File: config.mk
export PLATFORM = sky130hd
export DESIGN_NAME = cpu_flag_unit
export DESIGN_NICKNAME = d
export VERILOG_FILES = /design/src/rtl/flgu_pkg.sv /design/src/rtl/flgu_logic8.sv /design/src/rtl/flgu_spadd.sv /design/src/rtl/flgu_reg.sv /design/src/rtl/cpu_flag_unit.sv
export SDC_FILE = /design/constraint.sdc
export NUM_CORES = 1
export LEC_CHECK = 0
export BUFFER_PORTS_ARGS = -buffer_cell sky130_fd_sc_hd__clkbuf_2
export CORE_ASPECT_RATIO = 1.4
export CORE_MARGIN = 1
export CORE_UTILIZATION = 44
export CTS_CLUSTER_SIZE = 28
export DETAILED_ROUTE_END_ITERATION = 10
export GPL_TIMING_DRIVEN = 0
export PLACE_DENSITY_LB_ADDON = 0.08
export RECOVER_POWER = 100
export SLEW_MARGIN = 40
export SYNTH_ARGS = -nofsm -noshare
export SYNTH_HDL_FRONTEND = slang
export SYNTH_SLANG_ARGS = --single-unit
File: constraint.sdc
create_clock -name clk -period 0.9 [get_ports clk]
set_clock_uncertainty 0.1 [all_clocks]
set_input_delay 0.135 -clock clk [delete_from_list [all_inputs] [get_ports clk]]
set_output_delay 0.135 -clock clk [all_outputs]
set_load 0.02 [all_outputs]
File: src/rtl/flgu_pkg.sv
package flgu_pkg;

  typedef enum logic [2:0] {
    OP_OR    = 3'd0,
    OP_INV   = 3'd1,
    OP_SETC  = 3'd2,
    OP_TOGC  = 3'd3,
    OP_SPADD = 3'd4
  } op_e;

  typedef struct packed {
    logic z;
    logic n;
    logic h;
    logic c;
  } flags_t;

  localparam int FLAG_BITS = 4;

endpackage

File: src/rtl/flgu_logic8.sv
module flgu_logic8
  import flgu_pkg::*;
#(
  parameter int DW = 8
) (
  input  logic [2:0]    op,
  input  logic [DW-1:0] acc,
  input  logic [DW-1:0] opnd,
  input  flags_t        fin,
  output logic [DW-1:0] res,
  output flags_t        fout
);

  logic [DW-1:0] or_val;

  assign or_val = acc | opnd;

  always_comb begin
    res  = acc;
    fout = fin;
    case (op)
      OP_OR: begin
        res  = or_val;
        fout = '{z: (or_val == '0), n: 1'b0, h: 1'b0, c: 1'b0};
      end
      OP_INV: begin
        res    = ~acc;
        fout.n = 1'b1;
        fout.h = 1'b1;
      end
      OP_SETC: begin
        fout.n = 1'b0;
        fout.h = 1'b0;
        fout.c = 1'b1;
      end
      OP_TOGC: begin
        fout.n = 1'b0;
        fout.h = 1'b0;
        fout.c = ~fin.c;
      end
      default: ;
    endcase
  end

endmodule

File: src/rtl/flgu_spadd.sv
module flgu_spadd #(
  parameter int AW = 16,
  parameter int OW = 8
) (
  input  logic [AW-1:0] sp,
  input  logic [OW-1:0] ofs,
  output logic [AW-1:0] sum,
  output logic          half_c,
  output logic          full_c
);

  localparam int EXT = AW - OW;
  localparam int NIB = OW / 2;

  logic [AW-1:0] ofs_ext;
  logic [NIB:0]  nib_sum;
  logic [OW:0]   byte_sum;

  assign ofs_ext  = {{EXT{ofs[OW-1]}}, ofs};
  assign sum      = sp + ofs_ext;
  assign nib_sum  = {1'b0, sp[NIB-1:0]} + {1'b0, ofs[NIB-1:0]};
  assign byte_sum = {1'b0, sp[OW-1:0]} + {1'b0, ofs};
  assign half_c   = nib_sum[NIB];
  assign full_c   = byte_sum[OW];

endmodule

File: src/rtl/flgu_reg.sv
module flgu_reg #(
  parameter int W = 8
) (
  input  logic         clk,
  input  logic         rst_n,
  input  logic         load,
  input  logic [W-1:0] d,
  output logic [W-1:0] q
);

  logic [W-1:0] q_nxt;

  always_comb begin
    q_nxt = q;
    if (load) q_nxt = d;
  end

  always_ff @(posedge clk or negedge rst_n) begin
    if (!rst_n) q <= '0;
    else        q <= q_nxt;
  end

endmodule

File: src/rtl/cpu_flag_unit.sv
module cpu_flag_unit
  import flgu_pkg::*;
#(
  parameter int DW = 8,
  parameter int AW = 16
) (
  input  logic          clk,
  input  logic          rst_n,
  input  logic          en,
  input  logic [2:0]    op_sel,
  input  logic [DW-1:0] acc_in,
  input  logic [DW-1:0] operand,
  input  logic [AW-1:0] sp_in,
  input  logic [DW-1:0] flags_in,
  output logic [DW-1:0] acc_out,
  output logic [AW-1:0] wide_out,
  output logic [DW-1:0] flags_out
);

  localparam int PAD = DW - FLAG_BITS;

  flags_t        fin;
  flags_t        l8_flg;
  flags_t        flg_d;
  flags_t        flg_q;
  logic [DW-1:0] l8_res;
  logic [DW-1:0] acc_d;
  logic [AW-1:0] sp_sum;
  logic          sp_h;
  logic          sp_c;
  logic          ld_acc;
  logic          ld_wide;
  logic          ld_flg;
  logic          unused_low;

  assign fin        = flags_t'(flags_in[DW-1:PAD]);
  assign unused_low = ^flags_in[PAD-1:0];

  flgu_logic8 #(.DW(DW)) u_logic (
    .op   (op_sel),
    .acc  (acc_in),
    .opnd (operand),
    .fin  (fin),
    .res  (l8_res),
    .fout (l8_flg)
  );

  flgu_spadd #(.AW(AW), .OW(DW)) u_spadd (
    .sp     (sp_in),
    .ofs    (operand),
    .sum    (sp_sum),
    .half_c (sp_h),
    .full_c (sp_c)
  );

  always_comb begin
    ld_acc  = 1'b0;
    ld_wide = 1'b0;
    ld_flg  = 1'b0;
    acc_d   = acc_in;
    flg_d   = fin;
    if (en) begin
      case (op_sel)
        OP_OR, OP_INV, OP_SETC, OP_TOGC: begin
          ld_acc = 1'b1;
          ld_flg = 1'b1;
          acc_d  = l8_res;
          flg_d  = l8_flg;
        end
        OP_SPADD: begin
          ld_acc  = 1'b1;
          ld_wide = 1'b1;
          ld_flg  = 1'b1;
          flg_d   = '{z: 1'b0, n: 1'b0, h: sp_h, c: sp_c};
        end
        default: ;
      endcase
    end
  end

  flgu_reg #(.W(DW)) u_acc_q (
    .clk (clk), .rst_n (rst_n), .load (ld_acc), .d (acc_d), .q (acc_out)
  );

  flgu_reg #(.W(AW)) u_wide_q (
    .clk (clk), .rst_n (rst_n), .load (ld_wide), .d (sp_sum), .q (wide_out)
  );

  flgu_reg #(.W(FLAG_BITS)) u_flg_q (
    .clk (clk), .rst_n (rst_n), .load (ld_flg), .d (flg_d), .q (flg_q)
  );

  assign flags_out = {flg_q, {PAD{1'b0}}};

endmodule

==> impl_metrics.yaml <==
worst_setup_path:
  endpoint_kind: "flip-flop"
  crit_chain: "buf_8 > ha_4 > fa_2 > a21o_4 > nand3_4 > a21oi_4 > buf_4 > a21oi_2 > xor2_1 > o21ai_1"
  critPathKind: "input pin to flip-flop"
  crit_path_start_kind: "input pin"
  cp.required_ps: 980
  critPathBufInv: 2
  slowest_stage: "fa_2"
  critPathTopFamily: "compound AO/OA/AOI/OAI gates"
  cp-startpoint: "operand[0]"
  r2r_cells: 3
  worstReg2RegStart: "u_wide_q.q[13]"
  crit_cells: 10
  critPathArrivalTime_ps: 1840
  cpPeakStageDelay_ps: 360
  critPathMaxFanout: 4
synth:
  synth_top_family_by_area: "compound AO/OA/AOI/OAI gates"
  async_flop_share_pct: 100.0
  yosysUniqueCellTypes: 48
  synthFlopType: "dfrtp_1"
  synth-simple-area-share_pct: 16.30
  ys_seq_elements: 28
  syn_inst: 238
  synth_area_um2: 2027
  yosysWarnings: 0
  yosysSeqAreaShare_pct: 34.57
  syn_area_per_cell_um2: 8.517
  synth_compound_area_share_pct: 26.79
  synth-edff-count: 0
  synthAdderAreaFrac_pct: 10.25
  yosys.area_share.xor_xnor_pct: 6.049
  synth_mux_area_share_pct: 2.099
placed_design:
  portBuffers: 66
  globalplace.congestion: 0.8427
  pre_cts_slack_ps: -1390
  dpl.hpwl_um: 4163
timing:
  slew-limit-headroom_pct: 49.48
  report.final.slew_viol_count: 0
  hold_ws_ps: -203.1
  hold_viol: 28
  setup_ws_ps: -859.8
  period_share_pct: 195.5
  rsz0062_at_grt: "yes"
  max_freq_ghz: 0.5682
  setup_viol: 55
  layout_min_cycle_time_ps: 1760
  worst_slew_pin_slew_ps: 757.8
clock_network:
  cts_sinks: 28
  cts_tree: "yes"
  cts_buffers: 3
  clock_path_buffers: 2
  root_buffer: "clkbuf_8"
  h-tree-depth: 1
  worstSkewPairLatency_ps: 280
  cts.clk_slew.worst_paths_ps: 110
pwr:
  p_leak_nw: 1.766
  vdd_drop_max_mv: 1.399
  power.density_nw_per_um2: 1550
floorplan:
  die_h_um: 82.31
  rows: 28
  io_pins: 78
  core_um2: 4309
  fp.dieW_um: 59.36
  die_area_um2: 4886
  floorplan.initialDensity_pct: 47.04
global_routing:
  antenna_found_initial: 0
  grt_pass1_vias: 2309
  grt_max_degree: 29
  overflow: 0
  grt_pass1_wl_um: 11000
  grt_use_total_pct: 30.35
layout:
  fin_nets: 424
  antenna_cells: 0
  syn_to_final_growth_pct: 95.93
  final_util_pct: 92.16
  fillers: 149
  drive_gt1_share_pct: 59.83
outcome:
  violations: "hold timing, setup timing"
  status: "complete, but fails checks"
routing:
  detail_route.iter0.violations: 276
  drt_pre_antenna_iters: 6
  post-route-drc-count: 0
  vias_per_cell: 6.506
  wl_per_cell_um: 24.95
  vias: 2739
  wl_um: 10500
  drtAntennaViolNets: 0
min_path:
  min_path_type: "input pin to async pin"
job:
  max_cap_viol_count: 0
==> state kept, by name, summed over array words and instances, names as in the netlist <==
signal,flops
u_acc_q.q,8
u_flg_q.q,4
u_wide_q.q,16
==> per-layer routing <==
metal,track usage [%],wire (um),up-vias,part of all wire [%]
met2,56.63,5185,236,49
met5,0,0,-,0
met4,17.38,736,0,7.0
met3,4.050,936,78,8.9
met1,31.81,3644,1323,35
li1,-,-,1102,-
==> area by class of cell <==
type / instances / area [um^2] / area share (%)
multi-input combinational: 198 / 1861 / 46.85
timing repair buffer: 118 / 1112 / 28.01
sequential: 28 / 700.7 / 17.64
buffer: 13 / 151.4 / 3.812
tap: 60 / 75.07 / 1.890
clock buffer: 3 / 41.29 / 1.040
clock inverter: 1 / 30.03 / 0.7561
==> worst reg2reg max path, stage by stage (launching register included) <==
cell	delay [ps]
dfrtp_1	420
nor2_1	170
a31oi_1	80
a311o_1	350
==> cells by family (layout without fill, tap and decap cells) <==
group	after synthesis	in the layout
AOI/OAI and AO/OA	86	86
xor gates and xnor gates	14	14
adders and majority gates	16	16
buffers and inverters	15	135
DFF	28	28
muxes	4	4
other	1	4
and+or+nand+nor	74	74
==> metrics by stage <==
step	TNS [ps]	area (um^2)	total power, mW	instances
3_5_place_dp	-18640	2781	3.618	367
6_report	-16610	3971	6.156	421
2_1_floorplan	-9906	2376	2.979	241
4_1_cts	-13120	3540	5.123	406
3_3_place_gp	-18500	2781	3.591	367
5_1_grt	-17960	3971	6.328	421
==> synth_stat cells (2+ instances only) <==
master    number  area (um^2)
nor2_1        12        45.04
and3_1         3        18.77
a21oi_2        3        26.28
xor2_1         8        70.07
nand3_1        3        15.01
o21a_1         4        30.03
a21o_1         6        45.04
nand4_1        3        18.77
o31ai_1        3        22.52
a31oi_1        2        12.51
a31o_1         2        17.52
clkbuf_1       7        26.28
xnor2_1        6        52.55
buf_2          3        15.01
o21ai_1        3        15.01
o21bai_1       2        15.01
a21oi_1       14        70.07
o31a_1         2        17.52
mux2_2         2        22.52
mux2i_1        2        20.02
nor3_1         2        10.01
nor4_1         4        25.02
ha_1          15        187.7
o21ai_0       32        160.2
nand2_1       39        146.4
a22o_1         2        17.52
nand2b_1       2        12.51
nor2b_1        2        12.51
buf_4          4        30.03
dfrtp_1       28        700.7
==> placed cells by master, fill, tap and decap left out, types with 3 or more instances in the layout <==
cell        n
clkbuf_8    9
a21oi_4     6
o21a_1      4
o21ai_4     3
nand4_1     3
buf_6      40
nor2_2      4
dfrtp_1    28
nand2_1    30
xor2_1      7
a21o_1      6
nor4_4      3
o21ai_1    27
ha_4       12
o21ai_0     3
conb_1      4
clkbuf_2   26
nor2_1      6
o21ai_2     3
nand2_2     7
buf_4      46
a21oi_2     9
nand2_4     3
buf_8       7
clkbuf_16   6
==> path summary, 6_finish.rpt <==
check | slack (ps) | end
setup / recovery | -860 | u_wide_q.q[10]
hold / removal | -200 | u_flg_q.q[0]
setup reg to reg | -330 | u_wide_q.q[13]
hold reg to reg | 430 | u_wide_q.q[12]
max in group asynchronous | 430 | u_acc_q.q[3]
min in group clk | 90 | u_acc_q.q[1]
==> report_power, final <==
| group | internal, mW | leakage, nW | total, mW | switching, mW |
|---|---|---|---|---|
| sequential | 1.52 | 0.347 | 1.76 | 0.237 |
| clock | 0.597 | 0.0357 | 1.04 | 0.442 |
| combinational | 1.68 | 1.38 | 3.36 | 1.68 |
==> what timing repair did <==
| action | CTS | global route |
|---|---|---|
| pin swaps | 52 | 44 |
| setup buffers | 36 | 19 |
| endpoints found under the setup margin | 53 | 56 |
| cloned | 1 | 0 |
| gates resized for setup | 85 | 124 |
| hold endpoints to repair | 28 | 28 |
No activity file was read; power rests on OpenSTA's default activity.
